## src/rtl/sample_smoother.sv

```systemverilog
module sample_smoother #(
  parameter int DW   = 8,
  parameter int TAPS = 3,
  parameter int CW   = 8,
  parameter int MW   = $clog2(DW)
) (
  input  logic          clk,
  input  logic          rst_n,
  input  logic          in_valid,
  input  logic [DW-1:0] in_data,
  output logic          in_ready,
  input  logic [CW-1:0] decim_n,
  input  logic [MW-1:0] mask_bits,
  output logic          out_valid,
  output logic [DW-1:0] out_data
);
  localparam int AW   = DW + $clog2(TAPS);
  localparam int FW   = $clog2(TAPS + 1);
  localparam int SH   = $clog2(TAPS);
  localparam bit POW2 = (TAPS & (TAPS - 1)) == 0;

  logic [CW-1:0] cnt;
  logic [FW-1:0] fill;
  logic [DW-1:0] hist [TAPS-1];
  logic          keep, full_next;
  logic [AW-1:0] sum, quo;
  logic [DW-1:0] lowm;

  assign in_ready  = 1'b1;
  assign keep      = in_valid && (decim_n <= CW'(1) || cnt >= decim_n - CW'(1));
  assign full_next = fill >= FW'(TAPS - 1);
  assign lowm      = (DW'(1) << mask_bits) - DW'(1);

  always_comb begin
    sum = AW'(in_data);
    for (int i = 0; i < TAPS - 1; i++) sum = sum + AW'(hist[i]);
  end

  generate
    if (POW2) begin : g_shift
      assign quo = sum >> SH;
    end else begin : g_div
      assign quo = sum / AW'(TAPS);
    end
  endgenerate

  always_ff @(posedge clk) begin
    if (!rst_n) begin
      cnt       <= '0;
      fill      <= '0;
      out_valid <= 1'b0;
      out_data  <= '0;
      for (int i = 0; i < TAPS - 1; i++) hist[i] <= '0;
    end else begin
      out_valid <= keep && full_next;
      if (in_valid) cnt <= keep ? '0 : cnt + CW'(1);
      if (keep) begin
        hist[0] <= in_data;
        for (int i = 1; i < TAPS - 1; i++) hist[i] <= hist[i-1];
        if (!full_next) fill <= fill + FW'(1);
        else begin
          fill     <= FW'(TAPS);
          out_data <= quo[DW-1:0] & ~lowm;
        end
      end
    end
  end
endmodule


```

## config.mk

```make
export PLATFORM = sky130hd
export DESIGN_NAME = sample_smoother
export DESIGN_NICKNAME = d
export VERILOG_FILES = /design/src/rtl/sample_smoother.sv
export SDC_FILE = /design/constraint.sdc
export NUM_CORES = 1
export LEC_CHECK = 0
export BUFFER_PORTS_ARGS = -buffer_cell sky130_fd_sc_hd__buf_4
export CAP_MARGIN = 20
export CELL_PAD_IN_SITES_DETAIL_PLACEMENT = 2
export CELL_PAD_IN_SITES_GLOBAL_PLACEMENT = 2
export CORE_MARGIN = 3
export CORE_UTILIZATION = 39
export CTS_CLUSTER_DIAMETER = 200
export DETAILED_ROUTE_END_ITERATION = 16
export PLACE_DENSITY = 0.86
export REMOVE_ABC_BUFFERS = 1
export SLEW_MARGIN = 20
export SYNTH_ARGS = -nofsm -noshare
export SYNTH_HDL_FRONTEND = slang
export SYNTH_SLANG_ARGS = --single-unit
export TNS_END_PERCENT = 20
```

## constraint.sdc

```tcl
create_clock -name clk -period 10.3 [get_ports clk]
set_clock_uncertainty 0.15 [all_clocks]
set_input_delay 2.06 -clock clk [delete_from_list [all_inputs] [get_ports clk]]
set_output_delay 2.06 -clock clk [all_outputs]
set_load 0.05 [all_outputs]
```

==> results of run 1 <==
[per-layer routing]
layer / GRT usage (%) / up-vias / part of all wire (%)
met5: 0 / - / 0
met4: 4.54 / 0 / 1.2
met3: 3.32 / 15 / 3.0
met2: 37.0 / 49 / 50
met1: 27.8 / 1499 / 46
li1: - / 1435 / -
[synthesized netlist by cell type, types with 5 or more instances]
master,n
o211ai_1,6
nor2_1,40
edfxtp_1,16
inv_1,29
xor2_1,6
o21ai_0,10
nand3_1,17
fa_1,9
xnor2_1,12
a21oi_1,24
and3_1,22
clkbuf_1,9
nand4_1,6
nand2_1,34
o221ai_1,5
dfxtp_1,19
nor3_1,8
a31oi_1,9
a21o_1,9
ha_1,19
[tightest hold or removal path: cells and delay by family (launching register included)]
family,cells,cell delay (ns)
flops,1,0.32
simple gates,1,0.05
compound gates,1,0.05
[through the flow]
stage	hold slack (ns)	cell area (sq um)	utilization, %	setup slack, ns	std cells
6_report	0.310	3580	45.6	2.98	507
3_5_place_dp	0.304	3470	44.3	2.87	499
4_1_cts	0.315	3580	45.6	3.01	507
2_1_floorplan	0.290	3110	-	3.41	366
3_3_place_gp	0.290	3470	44.3	3.03	499
5_1_grt	0.342	3580	45.6	2.51	507
[worst min path at each step]
stage | start | end | slack, ns | cells after the start
detailed placement | out_data[2] | out_data[2] | 0.30 | 2
global placement | out_data[5] | out_data[5] | 0.29 | 2
finish | out_data[2] | out_data[2] | 0.31 | 2
CTS | out_data[2] | out_data[2] | 0.31 | 2
global route | out_data[2] | out_data[2] | 0.34 | 2
floorplan | fill[0] | fill[0] | 0.29 | 1
[cell families (layout without fill, tap and decap cells)]
family,after synthesis,in the layout,synth area share [%]
adders and majority gates,29,29,13.3
DFF,35,35,26.8
buffers and inverters,47,69,6.55
AOI/OAI and AO/OA,101,101,23.3
other,1,1,0.117
xor gates and xnor gates,20,20,5.92
and+or+nand+nor,147,147,23.0
muxes,3,3,0.935
[layout make-up]
type | count | area (sq um) | share of cell area [%]
clock buffers | 7 | 76.3 | 2.13
repair buffers | 31 | 233 | 6.50
flip-flops and latches | 35 | 861 | 24.0
clock inverters | 1 | 30.0 | 0.838
inverters | 30 | 113 | 3.14
well taps | 102 | 128 | 3.56
multi-input cells | 301 | 2140 | 59.8
[power by group through the flow]
stage / Sequential, uW / Clock [uW] / Combinational, uW
global placement: 154 / 0 / 291
CTS: 151 / 130 / 309
finish: 150 / 128 / 309
detailed placement: 154 / 0 / 303
floorplan: 153 / 0 / 223
global route: 151 / 137 / 346
[state kept, by name, indices dropped and copies added, names as in the netlist]
name       cells
fill           2
cnt            8
hist          16
out_data       8
out_valid      1
==> flow_metrics.py, run 1 <==
metrics = {
    "status": {
        "status": "finished clean",
    },
    "pwr": {
        "sw_frac_of_total_pct": 43.4,
        "power.net_switching_uw": 255,
        "p_per_area_nw_per_um2": 164,
        "vdd_drop_max_uv": 78.3,
        "power_frac_comb_pct": 52.6,
        "seqPwrFrac_pct": 25.6,
        "power_uw": 588,
        "p_clk_share_pct": 21.8,
        "p_leak_uw": 0.00154,
        "p_int_uw": 333,
    },
    "critical_path": {
        "worst-path-max-fanout": 12,
        "cpMaxStageDelayCell": "nor2_1",
        "reg2reg_depth": 21,
        "cp.arrival_ns": 7.35,
        "reg2reg_setup_slack_ns": 4.49,
        "cp-endpoint": "out_data[0]",
        "crit_buf_inv": 3,
        "cp_num_cells": 22,
        "max_stage_delay_ns": 0.57,
        "crit_path_cell_trace": "buf_4, inv_1, fa_1, inv_1, ha_1, fa_1, a21o_1, nand4_1, a21oi_1, nor2_1, nand4_1, a311oi_1, or3_4, nor2_2, a211oi_1, a31oi_1, ha_1, or3_1, o311ai_1, nor3_1, nor4b_2, a211oi_2",
        "worstReg2RegEnd": "out_data[0]",
        "worstSetupPathType": "in -> reg",
        "r2r-start": "hist[0][1]",
        "cp-end-kind": "register",
        "start_kind": "primary input",
        "crit_start": "in_data[1]",
        "crit_family": "simple AND/OR/NAND/NOR gates",
        "required_ns": 10.33,
    },
    "cells_and_area": {
        "drive_gt1_share_pct": 14.3,
        "final_cell_mix": "nor2_1, nand2_1, buf_4",
        "areaGrowthSynthToFinish_pct": 11.6,
        "num-fill-cells": 910,
        "insertedDiodeCount": 0,
        "nets": 454,
        "final_common_cell": "nor2_1",
    },
    "timing": {
        "rsz0062_at_grt": "false",
        "slew_viol_final": 0,
        "period_needed_ns": 7.32,
        "tns_ns": 0,
        "fmax_mhz": 137,
        "slew_headroom_pct": 33.3,
        "max_slew.worst_pin.slew_ns": 1.00,
        "finalSetupViolCount": 0,
        "post-route-period-util_pct": 71.0,
        "finalHoldViolCount": 0,
    },
    "global_route": {
        "grt_use_total_pct": 21.3,
        "grt-ovfl-total": 0,
        "antenna_found_initial": 0,
        "grt_max_degree": 25,
        "grt_pass1_vias": 3275,
        "grt_pass1_wl_um": 16700,
    },
    "clocking": {
        "clock_latency_ns": 0.29,
        "cts-root-buf": "clkbuf_8",
        "cts_buffers": 5,
        "clk_pin_slew_ns": 0.08,
        "cts_max_path_buffers": 2,
        "cts_tree": "built",
        "clock-sinks": 35,
        "cts_resized": 0,
        "cts_htree_levels": 2,
        "cts.hold.buffers_added": 0,
        "postCtsSetupRepairBufs": 0,
    },
    "synthesis": {
        "netlist_instances": 383,
        "yosysWarnings": 0,
        "avgSynthCellArea_sq_um": 8.38,
        "synth_cell_types": 73,
        "synthTopCellsByArea": "edfxtp_1, dfxtp_1, ha_1",
        "synth_top_area_share_pct": 15.0,
        "ys.flop_type": "dfxtp_1",
        "synthesis.area_sq_um": 3210,
        "ys_ff_latch": 35,
        "synth_area_leader_cell": "edfxtp_1",
        "ys_seq_area_share_pct": 26.8,
        "synthArstFlopShare_pct": 0,
        "synth-edff-count": 16,
    },
    "detailed_routing": {
        "num_vias": 2998,
        "ant_nets": 0,
        "drt_iter0_markers": 120,
        "drcViolationCount": 0,
        "wl_per_cell_um": 18.9,
        "firstDrtPassIters": 4,
        "drt-total-wl_um": 9590,
        "drt-vias-per-instance": 5.91,
    },
    "die": {
        "coreArea_sq_um": 7850,
        "chipWidth_um": 96.7,
        "die-area_sq_um": 9360,
        "pin_count": 32,
        "start_util_pct": 40.9,
        "std_cell_rows": 32,
        "die_h_um": 96.7,
    },
    "place": {
        "gp_congestion": 0.878,
        "dpl.hpwl_um": 7220,
        "portBuffers": 30,
    },
    "flow_run": {
        "maxCapViolCount": 0,
    },
    "min_path": {
        "hold_path.class": "reg -> reg",
    },
}
No activity file was read; power rests on OpenSTA's default activity.
==> run 2: changes to the inputs <==
--- a/config.mk
+++ b/config.mk
@@ -10,10 +10,10 @@
 export CELL_PAD_IN_SITES_DETAIL_PLACEMENT = 2
 export CELL_PAD_IN_SITES_GLOBAL_PLACEMENT = 2
 export CORE_MARGIN = 3
-export CORE_UTILIZATION = 39
+export CORE_UTILIZATION = 33
 export CTS_CLUSTER_DIAMETER = 200
 export DETAILED_ROUTE_END_ITERATION = 16
-export PLACE_DENSITY = 0.86
+export PLACE_DENSITY = 0.77
 export REMOVE_ABC_BUFFERS = 1
 export SLEW_MARGIN = 20
 export SYNTH_ARGS = -nofsm -noshare
==> constraint.sdc (replaced) <==
create_clock -name clk -period 6.5 [get_ports clk]
set_clock_uncertainty 0.15 [all_clocks]
set_input_delay 1.3 -clock clk [delete_from_list [all_inputs] [get_ports clk]]
set_output_delay 1.3 -clock clk [all_outputs]
set_load 0.05 [all_outputs]
==> flow_metrics.py, run 2 (synthesis results as in run 1) <==
metrics = {
    "status": {
        "status": "finished clean",
    },
    "critical_path": {
        "crit_buf_inv": 3,
        "cp.arrival_ns": 6.22,
        "max_stage_delay_ns": 0.53,
        "crit_start": "in_data[1]",
        "crit_family": "simple AND/OR/NAND/NOR gates",
        "reg2reg_setup_slack_ns": 1.07,
        "required_ns": 6.53,
        "start_kind": "primary input",
        "cpMaxStageDelayCell": "fa_1",
        "worstSetupPathType": "in -> reg",
        "r2r-start": "hist[0][1]",
        "crit_path_cell_trace": "buf_4, inv_1, fa_1, inv_1, ha_1, fa_1, a21o_1, and4_4, or4_4, a21oi_2, o21ai_1, a311oi_2, or3_4, nor2_2, a211oi_1, a31oi_1, ha_1, or3_1, o311ai_1, nor3_1, nor4b_2, a211oi_2",
        "cp-end-kind": "register",
        "worst-path-max-fanout": 6,
    },
    "detailed_routing": {
        "drt_iter0_markers": 60,
        "drt-total-wl_um": 9730,
        "wl_per_cell_um": 17.8,
        "drt-vias-per-instance": 5.54,
        "drcViolationCount": 0,
        "ant_nets": 0,
        "firstDrtPassIters": 4,
        "num_vias": 3019,
    },
    "cells_and_area": {
        "final_cell_mix": "buf_4, nor2_1, nand2_1",
        "regMostFlops": "hist",
        "num-fill-cells": 1094,
        "final_common_cell": "buf_4",
        "drive_gt1_share_pct": 18.0,
        "biggestRegsByFlops": "hist (16), cnt (8), out_data (8)",
        "fin_cells": 545,
        "insertedDiodeCount": 0,
        "nets": 465,
        "areaGrowthSynthToFinish_pct": 15.4,
        "largest_reg_flops": 16,
    },
    "clocking": {
        "clock-sinks": 35,
        "cts_max_path_buffers": 2,
        "cts_tree": "built",
        "clk_pin_slew_ns": 0.09,
        "cts-root-buf": "clkbuf_8",
        "cts_htree_levels": 2,
        "cts_buffers": 5,
        "clock_latency_ns": 0.30,
        "cts.hold.buffers_added": 0,
    },
    "timing": {
        "max_slew.worst_pin.slew_ns": 0.865,
        "fmax_mhz": 162,
        "slew_headroom_pct": 41.9,
        "post-route-period-util_pct": 95.1,
        "finalHoldViolCount": 0,
        "holdWs_ns": 0.309,
        "period_needed_ns": 6.18,
        "finalSetupViolCount": 0,
        "slew_viol_final": 0,
        "rsz0062_at_grt": "false",
    },
    "global_route": {
        "grt_pass1_wl_um": 17000,
        "grt_pass1_vias": 3398,
        "grt-ovfl-total": 0,
        "antenna_found_initial": 0,
        "grt_max_degree": 23,
        "grt_use_total_pct": 18.6,
    },
    "die": {
        "die_h_um": 105,
        "die-area_sq_um": 10900,
        "pin_count": 32,
        "chipWidth_um": 105,
        "start_util_pct": 34.4,
        "std_cell_rows": 35,
        "coreArea_sq_um": 9330,
    },
    "pwr": {
        "vdd_drop_max_uv": 86.6,
        "power_uw": 929,
        "p_per_area_nw_per_um2": 251,
        "p_leak_uw": 0.00159,
    },
    "min_path": {
        "hold_path.class": "reg -> reg",
        "hp-start": "out_data[5]",
    },
    "place": {
        "portBuffers": 30,
        "dpl.hpwl_um": 7580,
        "gp_congestion": 0.835,
        "dp.cells": 537,
    },
    "flow_run": {
        "maxCapViolCount": 0,
    },
}
-- run 2: final cells by class --
type | count | area, sq um | area share, %
inverters | 30 | 113 | 3.04
multi-input cells | 301 | 2170 | 58.6
clock inverters | 2 | 12.5 | 0.338
flip-flops and latches | 35 | 861 | 23.2
clock buffers | 6 | 72.6 | 1.96
well taps | 129 | 161 | 4.36
repair buffers | 42 | 315 | 8.51
-- run 2: worst min-delay path, cell delays in order, from the launching register on --
cell,delay [ns]
dfxtp_1,0.32
nand2_1,0.05
a21oi_1,0.05
-- run 2: where the power goes --
| group | internal (uW) | switching, uW |
|---|---|---|
| logic | 203 | 320 |
| clock network | 75.1 | 91.9 |
| registers | 235 | 3.78 |
| total | 513 | 415 |
-- run 2: stage by stage --
| step | area [sq um] | TNS (ns) | utilization (%) | worst slack [ns] |
|---|---|---|---|---|
| floorplan | 3110 | 0 | - | 0.369 |
| global route | 3710 | 0 | 39.7 | 0.0338 |
| CTS | 3670 | 0 | 39.4 | 0.308 |
| finish | 3710 | 0 | 39.7 | 0.319 |
| global placement | 3590 | 0 | 38.5 | 0.113 |
| detailed placement | 3590 | -0.00471 | 38.5 | -0.00471 |
-- run 2: layer usage --
layer / vias up / wire length [um] / global-route usage [%]
met4: 0 / 168 / 5.06
met2: 46 / 4900 / 32.6
met1: 1508 / 4380 / 24.1
met3: 15 / 277 / 2.47
met5: - / 0 / 0
li1: 1450 / - / -
-- run 2: worst paths after layout --
path	endpoint	cells after the start
worst min-delay path	out_data[5]	2
worst min register to register	out_data[5]	2
worst max-delay path	out_data[0]	22
worst max register to register	out_data[0]	21
-- run 2: repair_timing --
action	in CTS	in global routing
setup endpoints to repair	0	1
buffers inserted	0	0
hold endpoints to repair	0	0
resized for setup	0	8
==> run 3: changes to the inputs <==
--- a/config.mk
+++ b/config.mk
@@ -7,13 +7,11 @@
 export LEC_CHECK = 0
 export BUFFER_PORTS_ARGS = -buffer_cell sky130_fd_sc_hd__buf_4
 export CAP_MARGIN = 20
-export CELL_PAD_IN_SITES_DETAIL_PLACEMENT = 2
-export CELL_PAD_IN_SITES_GLOBAL_PLACEMENT = 2
 export CORE_MARGIN = 3
-export CORE_UTILIZATION = 33
+export CORE_UTILIZATION = 40
 export CTS_CLUSTER_DIAMETER = 200
 export DETAILED_ROUTE_END_ITERATION = 16
-export PLACE_DENSITY = 0.77
+export PLACE_DENSITY = 0.6
 export REMOVE_ABC_BUFFERS = 1
 export SLEW_MARGIN = 20
 export SYNTH_ARGS = -nofsm -noshare
==> flow_metrics.py, run 3 (synthesis results as in run 1) <==
metrics = {
    "global_route": {
        "grt_use_total_pct": 17.0,
        "grt-ovfl-total": 0,
        "grt_pass1_vias": 2725,
        "grt_max_degree": 25,
        "grt_pass1_wl_um": 12500,
        "antenna_found_initial": 0,
    },
    "critical_path": {
        "worst-path-max-fanout": 11,
        "crit_start": "in_data[1]",
        "cp.arrival_ns": 6.12,
        "reg2reg_setup_slack_ns": 1.17,
        "start_kind": "primary input",
        "cp-end-kind": "register",
        "r2r-start": "hist[0][1]",
        "worstSetupPathType": "in -> reg",
        "required_ns": 6.52,
    },
    "cells_and_area": {
        "regArea_sq_um": 861,
        "insertedDiodeCount": 0,
        "final_common_cell": "buf_4",
        "stdcell_area_sq_um": 3660,
        "utilization_pct": 47.2,
        "regMostFlops": "hist",
        "nets": 464,
        "biggestRegsByFlops": "hist (16), cnt (8), out_data (8)",
        "num-fill-cells": 781,
        "multiInputGateArea_sq_um": 2140,
        "areaGrowthSynthToFinish_pct": 14.1,
        "largest_reg_flops": 16,
        "drive_gt1_share_pct": 16.9,
        "final_cell_mix": "buf_4, nor2_1, nand2_1",
    },
    "timing": {
        "finalHoldViolCount": 0,
        "max_slew.worst_pin.slew_ns": 0.727,
        "finalWorstSetupSlack_ns": 0.400,
        "period_needed_ns": 6.10,
        "tns_ns": 0,
        "slew_headroom_pct": 51.4,
        "finalSetupViolCount": 0,
        "post-route-period-util_pct": 93.9,
        "fmax_mhz": 164,
        "rsz0062_at_grt": "false",
        "slew_viol_final": 0,
    },
    "detailed_routing": {
        "ant_nets": 0,
        "drcViolationCount": 0,
        "firstDrtPassIters": 4,
        "drt_iter0_markers": 108,
        "num_vias": 2823,
        "drt-vias-per-instance": 5.46,
        "wl_per_cell_um": 14.2,
        "drt-total-wl_um": 7320,
    },
    "place": {
        "gp_congestion": 0.898,
        "portBuffers": 30,
        "placed_area_sq_um": 3550,
        "dpl.hpwl_um": 5580,
        "dp_slack_ns": 0.122,
    },
    "pwr": {
        "power_uw": 928,
        "p_per_area_nw_per_um2": 253,
        "vdd_drop_max_uv": 133,
        "p_leak_uw": 0.00160,
    },
    "clocking": {
        "cts-root-buf": "clkbuf_8",
        "postCtsSetupRepairBufs": 0,
        "cts_tree": "built",
        "clock_latency_ns": 0.29,
        "cts_resized": 0,
        "cts_buffers": 5,
        "clock-sinks": 35,
        "clk_pin_slew_ns": 0.09,
        "cts_max_path_buffers": 2,
        "cts.hold.buffers_added": 0,
        "cts_htree_levels": 2,
    },
    "die": {
        "die_h_um": 95.6,
        "start_util_pct": 41.3,
        "std_cell_rows": 32,
        "pin_count": 32,
        "coreArea_sq_um": 7770,
        "die-area_sq_um": 9140,
        "chipWidth_um": 95.6,
    },
    "status": {
        "status": "finished clean",
    },
    "min_path": {
        "hold_path.class": "reg -> reg",
        "hp-start": "out_data[4]",
    },
    "flow_run": {
        "maxCapViolCount": 0,
    },
}
[run 3: worst max-delay path: stages]
cell and delay (ns):
buf_4 0.08, inv_1 0.05, fa_1 0.53, inv_1 0.04, ha_1 0.23, fa_1 0.39, a21o_1 0.21, nand4_1 0.12
a21oi_1 0.12, nor2_1 0.55, nor2_1 0.11, o31ai_2 0.46, o21a_1 0.27, nor2_1 0.08, a211oi_1 0.21, a31oi_1 0.08
ha_1 0.21, or3_1 0.36, o311ai_1 0.26, nor3_1 0.10, nor4b_2 0.30, a211oi_2 0.07
[run 3: final timing paths]
kind                 endpoint  cells past startpoint
setup / recovery  out_data[0]                     22
hold / removal    out_data[4]                      2
setup reg to reg  out_data[0]                     21
hold reg to reg   out_data[4]                      2
[run 3: per-layer routing]
metal,share of wire (%),up-vias,GRT usage (%)
met2,45,67,26.2
met3,4.2,6,3.08
li1,-,1454,-
met1,50,1296,24.1
met5,0,-,0
met4,0.96,0,4.98
[run 3: cell type report]
class / instances / share of cell area (%)
Sequential cell: 35 / 23.5
Inverter: 30 / 3.07
Timing Repair Buffer: 41 / 8.40
Clock buffer: 5 / 1.88
Tap cell: 102 / 3.48
Multi-Input combinational cell: 301 / 58.5
Clock inverter: 3 / 1.20
[run 3: through the flow]
stage | cells | hold slack, ns
2_1_floorplan | 366 | 0.290
3_3_place_gp | 509 | 0.290
3_5_place_dp | 509 | 0.296
4_1_cts | 517 | 0.307
5_1_grt | 517 | 0.336
6_report | 517 | 0.304
[run 3: report_power, final]
part	leakage [uW]	switching [uW]	internal, uW	total, uW
Combinational	0.00122	289	193	482
Clock	0.0000581	93.6	114	208
Sequential	0.000319	3.37	235	238
